**config.mk**
```make
export PLATFORM = sky130hd
export DESIGN_NAME = cpg_top
export DESIGN_NICKNAME = d
export VERILOG_FILES = /design/src/rtl/cpg_pkg.sv /design/src/rtl/cpg_cfg_reg.sv /design/src/rtl/cpg_corr_ctr.sv /design/src/rtl/cpg_phase_acc.sv /design/src/rtl/cpg_addr_trunc.sv /design/src/rtl/cpg_top.sv
export SDC_FILE = /design/constraint.sdc
export NUM_CORES = 1
export LEC_CHECK = 0
export ABC_AREA = 1
export BUFFER_PORTS_ARGS = -buffer_cell sky130_fd_sc_hd__buf_2
export CORE_ASPECT_RATIO = 2
export CORE_MARGIN = 3
export CORE_UTILIZATION = 50
export DETAILED_ROUTE_END_ITERATION = 6
export PLACE_DENSITY_LB_ADDON = 0.2
export SLEW_MARGIN = 10
export SYNTH_ARGS = -nofsm -noshare
export SYNTH_HDL_FRONTEND = slang
export SYNTH_SLANG_ARGS = --single-unit
```
**constraint.sdc**
```tcl
create_clock -name clk_i -period 3.8 [get_ports clk_i]
set_input_delay 0.76 -clock clk_i [delete_from_list [all_inputs] [get_ports clk_i]]
set_output_delay 0.76 -clock clk_i [all_outputs]
set_load 0.02 [all_outputs]
```
**src/rtl/cpg_pkg.sv**
```systemverilog
package cpg_pkg;
  localparam int unsigned PH_W  = 32;
  localparam int unsigned CNT_W = 8;

  typedef struct packed {
    logic [PH_W-1:0]  inc;
    logic [PH_W-1:0]  corr;
    logic [CNT_W-1:0] period;
  } tune_t;
endpackage

```
**src/rtl/cpg_cfg_reg.sv**
```systemverilog
module cpg_cfg_reg
  import cpg_pkg::*;
(
  input  logic  clk_i,
  input  logic  rst_ni,
  input  logic  load_i,
  input  tune_t tune_i,
  output tune_t tune_o,
  output logic  valid_o
);
  tune_t tune_q;
  logic  valid_q;

  always_ff @(posedge clk_i or negedge rst_ni) begin
    if (!rst_ni) begin
      tune_q  <= '0;
      valid_q <= 1'b0;
    end else if (load_i) begin
      tune_q  <= tune_i;
      valid_q <= 1'b1;
    end
  end

  assign tune_o  = tune_q;
  assign valid_o = valid_q;
endmodule

```
**src/rtl/cpg_corr_ctr.sv**
```systemverilog
module cpg_corr_ctr
  import cpg_pkg::*;
(
  input  logic             clk_i,
  input  logic             rst_ni,
  input  logic             clr_i,
  input  logic [CNT_W-1:0] period_i,
  output logic             fire_o
);
  logic [CNT_W-1:0] cnt_q;
  logic             en;

  assign en     = (period_i != '0);
  assign fire_o = en && (cnt_q == period_i - CNT_W'(1));

  always_ff @(posedge clk_i or negedge rst_ni) begin
    if (!rst_ni)          cnt_q <= '0;
    else if (clr_i)       cnt_q <= '0;
    else if (!en)         cnt_q <= '0;
    else if (fire_o)      cnt_q <= '0;
    else                  cnt_q <= cnt_q + CNT_W'(1);
  end

  // counter stays inside the period
  a_r4_ctr_bound: assert property (@(posedge clk_i) disable iff (!rst_ni)
    en |-> (cnt_q < period_i));
  // a correction restarts the count
  a_r4_ctr_restart: assert property (@(posedge clk_i) disable iff (!rst_ni)
    fire_o |=> (cnt_q == '0));
  // zero period never corrects
  a_r7_no_fire: assert property (@(posedge clk_i) disable iff (!rst_ni)
    (period_i == '0) |-> !fire_o);
endmodule

```
**src/rtl/cpg_phase_acc.sv**
```systemverilog
module cpg_phase_acc
  import cpg_pkg::*;
(
  input  logic            clk_i,
  input  logic            rst_ni,
  input  logic            clr_i,
  input  logic            fire_i,
  input  logic [PH_W-1:0] inc_i,
  input  logic [PH_W-1:0] corr_i,
  output logic [PH_W-1:0] phase_o
);
  logic [PH_W-1:0] phase_q;
  logic [PH_W-1:0] step;

  assign step = inc_i + (fire_i ? corr_i : '0);

  always_ff @(posedge clk_i or negedge rst_ni) begin
    if (!rst_ni)     phase_q <= '0;
    else if (clr_i)  phase_q <= '0;
    else             phase_q <= phase_q + step;
  end

  assign phase_o = phase_q;
endmodule

```
**src/rtl/cpg_addr_trunc.sv**
```systemverilog
module cpg_addr_trunc
  import cpg_pkg::*;
#(
  parameter int unsigned ADDR_W = 12
) (
  input  logic [PH_W-1:0]   phase_i,
  output logic [ADDR_W-1:0] addr_o
);
  generate
    if (ADDR_W >= PH_W) begin : g_full
      assign addr_o = ADDR_W'(phase_i);
    end else begin : g_slice
      assign addr_o = phase_i[PH_W-1 -: ADDR_W];
    end
  endgenerate
endmodule

```
**src/rtl/cpg_top.sv**
```systemverilog
module cpg_top
  import cpg_pkg::*;
#(
  parameter int unsigned ADDR_W = 12
) (
  input  logic              clk_i,
  input  logic              rst_ni,
  input  logic              load_i,
  input  logic [31:0]       inc_i,
  input  logic [31:0]       corr_i,
  input  logic [CNT_W-1:0]  period_i,
  output logic [31:0]       phase_o,
  output logic [ADDR_W-1:0] addr_o,
  output logic              valid_o
);
  tune_t tune_in, tune_q;
  logic  fire;

  assign tune_in = '{inc: inc_i, corr: corr_i, period: period_i};

  cpg_cfg_reg i_cfg (
    .clk_i, .rst_ni, .load_i,
    .tune_i (tune_in),
    .tune_o (tune_q),
    .valid_o
  );

  cpg_corr_ctr i_ctr (
    .clk_i, .rst_ni,
    .clr_i    (load_i),
    .period_i (tune_q.period),
    .fire_o   (fire)
  );

  cpg_phase_acc i_acc (
    .clk_i, .rst_ni,
    .clr_i   (load_i),
    .fire_i  (fire),
    .inc_i   (tune_q.inc),
    .corr_i  (tune_q.corr),
    .phase_o
  );

  cpg_addr_trunc #(.ADDR_W(ADDR_W)) i_trunc (
    .phase_i (phase_o),
    .addr_o
  );

  // idle until first load
  a_r1_idle_zero: assert property (@(posedge clk_i) disable iff (!rst_ni)
    !valid_o |-> (phase_o == '0));
  // load restarts at zero and marks valid
  a_r2_load_restart: assert property (@(posedge clk_i) disable iff (!rst_ni)
    load_i |=> (phase_o == '0) && valid_o);
  // each step is X or X+A
  a_r3_step_set: assert property (@(posedge clk_i) disable iff (!rst_ni)
    (valid_o && !load_i) |=>
      ((phase_o - $past(phase_o)) == tune_q.inc) ||
      ((phase_o - $past(phase_o)) == tune_q.inc + tune_q.corr));
endmodule

```
==> results list <==
- Status: finished clean
- Antenna violations before repair: 0
- The average instance in the mapped netlist occupies 7.94 sq um.
* Worst-margin pin slew: between 0.7 and 0.8 ns
* Iteration count of the initial detailed-routing pass: 5
- In this run the remaining antenna-violating nets after routing total 0.
- Number of global-route vias before repair: 6632
- In this run the worst path has a maximum fanout of 5.
* Total setup violations reported at the end of the flow: 0
* H-tree levels: 4
- Between clock sinks in the finished design, the worst skew comes to approximately 0.015 ns.
- Dividing the detail-routed wire length by the instance count gives between 15 and 20 um.
- The floorplan has 60 rows.
* Tot GR Track Use: 0.247
- Input/output buffers: 119
- For this run, design rule violations remaining after detail routing come to 0.
- Detailed placement finished with a half-perimeter wire length of ~14000 um.
- Dividing the final minimum period by the clock period gives 0.992.
- For this run, the leading register cell type out of synthesis is sky130_fd_sc_hd__dfrtp_1.
- Clock-pin slew reported for the worst setup and hold paths after clock tree synthesis: ~0.06 ns
- Number of top-level design ports: 120
- The library cell used most frequently in the layout, excluding fill and tap cells, is sky130_fd_sc_hd__nand2_1.
* Arr. time, crit path: a little over 4 ns
- Number of failing hold endpoints at the final stage: 0
- Setup TNS: 0 ns
- In this run the horizontal extent of the chip is about 90 um.
- Capture point of the worst reg-to-reg path: i_acc.phase_o[24]
- Based on the critical path, the design can be clocked at up to around 270 MHz.
* HP Class: input port to asynchronous set/reset pin
* Fraction of layout instances using a drive strength above 1: 0.354
- Number of clock sinks: between 100 and 150
* Synth Net Count: a little over 1000
- Pwr dens: 707 nW/um^2
- The Yosys step of the flow raised 0 warnings.
* Rel. slew slack: 0.474
- TritonCTS built the clock tree.
- Buffer type at the clock tree root: sky130_fd_sc_hd__clkbuf_16
- Once placement finished, the instance area stood at about 8100 sq um.
* Global-route wire length before repair: slightly above 30000 um
- After synthesis, the cell types taking the most area are sky130_fd_sc_hd__dfrtp_1 (40%), sky130_fd_sc_hd__nand2_1 (14%), sky130_fd_sc_hd__fa_1 (9.1%), sky130_fd_sc_hd__nor2_1 (6.4%), sky130_fd_sc_hd__ha_1 (5.8%).
- Setup repair after global routing missed its margin: yes
* Max VDD drop: 456 uV
- Kind of end point of the critical path: flop
* Clock insertion delay at the later pin of the skew report: around 0.43 ns
* Slew Limit Fails: 0
* Pin count of the biggest net entering global routing: 72
- Counting distinct cell types in the post-synthesis netlist gives 36.
- Minimum period implied by the final worst setup slack: 3.77 ns
- Antenna fix cells: 0
* R2r setup slk: approximately 0.031 ns
- Number of enable-type register cells in the synthesized netlist: 0
- Number of cell instances on the worst register-to-register path: 25
* Cell taking the most area after synthesis: sky130_fd_sc_hd__dfrtp_1
- The final layout contains routed wiring with a total length of between 20000 and 25000 um.
- In the layout the commonest cells are sky130_fd_sc_hd__nand2_1 (240), sky130_fd_sc_hd__buf_2 (117), sky130_fd_sc_hd__dfrtp_1 (113).
* Effective utilization at floorplan: 0.518
- Counting the buffers created by CTS gives 17.
- Worst Setup Start Kind: flop
- The tool flagged a number of max-cap violations equal to 0.
* Iteration-0 DRC Markers: 342
- Area of all placed cells without fillers: approximately 10000 sq um
- Seq/Total Area, Yosys: 0.400
- The mapped netlist covers 7070 sq um.
- Post-Synthesis Cells: roughly 890
- Across all layers, the routed design uses between 6000 and 7000 vias.
- Final Power: between 6000 and 7000 uW
* Critical path start-end classification: flop to flop
- The startpoint identified for the worst register-to-register timing path is i_cfg.tune_o[1].
- The analysis attributes to cell leakage a power of between 0.004 and 0.005 uW.
* Area of the die: roughly 16000 sq um
* Data required, critical path: roughly 4 ns
* Total of flip-flops plus latches after synthesis: about 110
- Area of the core: around 14000 sq um
* Synth-to-layout area growth: 37.8%
- Counting flops with an async set or reset pin after synthesis yields a share of 1.00.
- Share of the synthesized area in the top cell type: 0.400
- Maximum clock path buffer count: 2
- Die extent in y: 174 um
- For this run the aggregate overflow at the end of global routing stands at 0.
* Drt via density: approximately 5.2
- The congestion estimate from routability-driven global placement came to 0.911.
- # nets final: 1198
==> sequential cells by signal, indices dropped and copies added, names as in the netlist <==
register and count:
i_acc.phase_o 32, i_cfg.tune_o 72, i_cfg.valid_o 1, i_ctr.cnt_q 8
==> area by class of cell <==
type                            count  area [sq um]
Clock buffer                       22           454
Timing Repair Buffer              182          1180
Tap cell                          186           233
Sequential cell                   113          2830
Inverter                           86           323
Multi-Input combinational cell    658          4570
Fill cell                        1061          3910
Clock inverter                     10           159
==> what timing repair did <==
item	in CTS	in global routing
gates cloned	0	3
resized for setup	17	189
setup endpoints to repair	12	24
buffers inserted	2	12
hold buffers	0	0
pin swaps	1	42
==> synth_stat cells (7+ instances only) <==
library cell / count
sky130_fd_sc_hd__nor2_1: 120
sky130_fd_sc_hd__o21a_1: 7
sky130_fd_sc_hd__xor2_1: 10
sky130_fd_sc_hd__ha_1: 33
sky130_fd_sc_hd__nand2_1: 258
sky130_fd_sc_hd__fa_1: 32
sky130_fd_sc_hd__dfrtp_1: 113
sky130_fd_sc_hd__inv_1: 84
sky130_fd_sc_hd__buf_4: 12
sky130_fd_sc_hd__o21ai_0: 67
sky130_fd_sc_hd__a21oi_1: 53
sky130_fd_sc_hd__clkbuf_1: 19
sky130_fd_sc_hd__nand3_1: 28
sky130_fd_sc_hd__xnor2_1: 7
==> worst max-delay path by stage <==
stage / end / slack [ns] / startpoint
CTS: i_acc.phase_o[13] / -0.02 / i_cfg.tune_o[1]
detailed placement: i_acc.phase_o[26] / -0.16 / i_cfg.tune_o[1]
global placement: i_acc.phase_o[20] / -0.10 / i_cfg.tune_o[1]
global route: i_acc.phase_o[31] / -0.21 / i_cfg.tune_o[0]
finish: i_acc.phase_o[24] / 0.03 / i_cfg.tune_o[1]
floorplan: i_acc.phase_o[17] / 0.21 / i_cfg.tune_o[0]
==> cells by family (layout without fill, tap and decap cells) <==
group	Yosys count	after routing	synth area share
fa+ha+maj	65	65	0.149
compound gates	149	149	0.115
flops	113	113	0.400
xor+xnor	17	17	0.0210
buf+inv	120	300	0.0732
simple gates	427	427	0.242
==> metrics by stage <==
| stage | setup slack, ns | hold WS (ns) | util | std cells |
|---|---|---|---|---|
| finish | 0.0307 | 0.413 | 0.714 | 1257 |
| global route | -0.210 | 0.464 | 0.714 | 1257 |
| CTS | -0.0244 | 0.446 | 0.642 | 1242 |
| detailed placement | -0.156 | 0.447 | 0.592 | 1208 |
| global placement | -0.102 | 0.449 | 0.592 | 1208 |
| floorplan | 0.208 | 0.454 | - | 891 |
==> worst max-delay path: stages (launching register included) <==
cell and delay [ns]:
sky130_fd_sc_hd__dfrtp_1 0.37, sky130_fd_sc_hd__inv_2 0.06, sky130_fd_sc_hd__ha_4 0.26, sky130_fd_sc_hd__inv_2 0.03, sky130_fd_sc_hd__nand2_1 0.05, sky130_fd_sc_hd__nand2_1 0.06, sky130_fd_sc_hd__nor2_2 0.09, sky130_fd_sc_hd__nand2_2 0.05
sky130_fd_sc_hd__nor2_1 0.10, sky130_fd_sc_hd__nand2_1 0.09, sky130_fd_sc_hd__nor2_4 0.14, sky130_fd_sc_hd__nand2_4 0.13, sky130_fd_sc_hd__clkbuf_16 0.21, sky130_fd_sc_hd__nor2_4 0.09, sky130_fd_sc_hd__fa_1 0.47, sky130_fd_sc_hd__ha_4 0.33
sky130_fd_sc_hd__buf_6 0.12, sky130_fd_sc_hd__nand2_2 0.09, sky130_fd_sc_hd__o21ai_4 0.17, sky130_fd_sc_hd__a21oi_2 0.06, sky130_fd_sc_hd__inv_2 0.09, sky130_fd_sc_hd__nand4_1 0.23, sky130_fd_sc_hd__nand3_1 0.18, sky130_fd_sc_hd__nand2_1 0.06
sky130_fd_sc_hd__nand2_1 0.06, sky130_fd_sc_hd__nor2_1 0.04
==> where the power goes <==
group	leakage (uW)	total, uW	internal, uW	switching (uW)
Combinational	0.00309	3570	1510	2070
Sequential	0.00141	1630	1420	205
Clock	0.000294	1700	1110	586
Total	0.00480	6890	4040	2860
==> layer usage <==
| layer | routed length (um) | GRT usage | share of wire |
|---|---|---|---|
| met5 | 0 | 0 | 0 |
| met4 | 1040 | 0.136 | 0.050 |
| met3 | 865 | 0.0359 | 0.042 |
| met2 | 11400 | 0.460 | 0.55 |
| met1 | 7310 | 0.262 | 0.35 |
No activity file was read; power rests on OpenSTA's default activity.
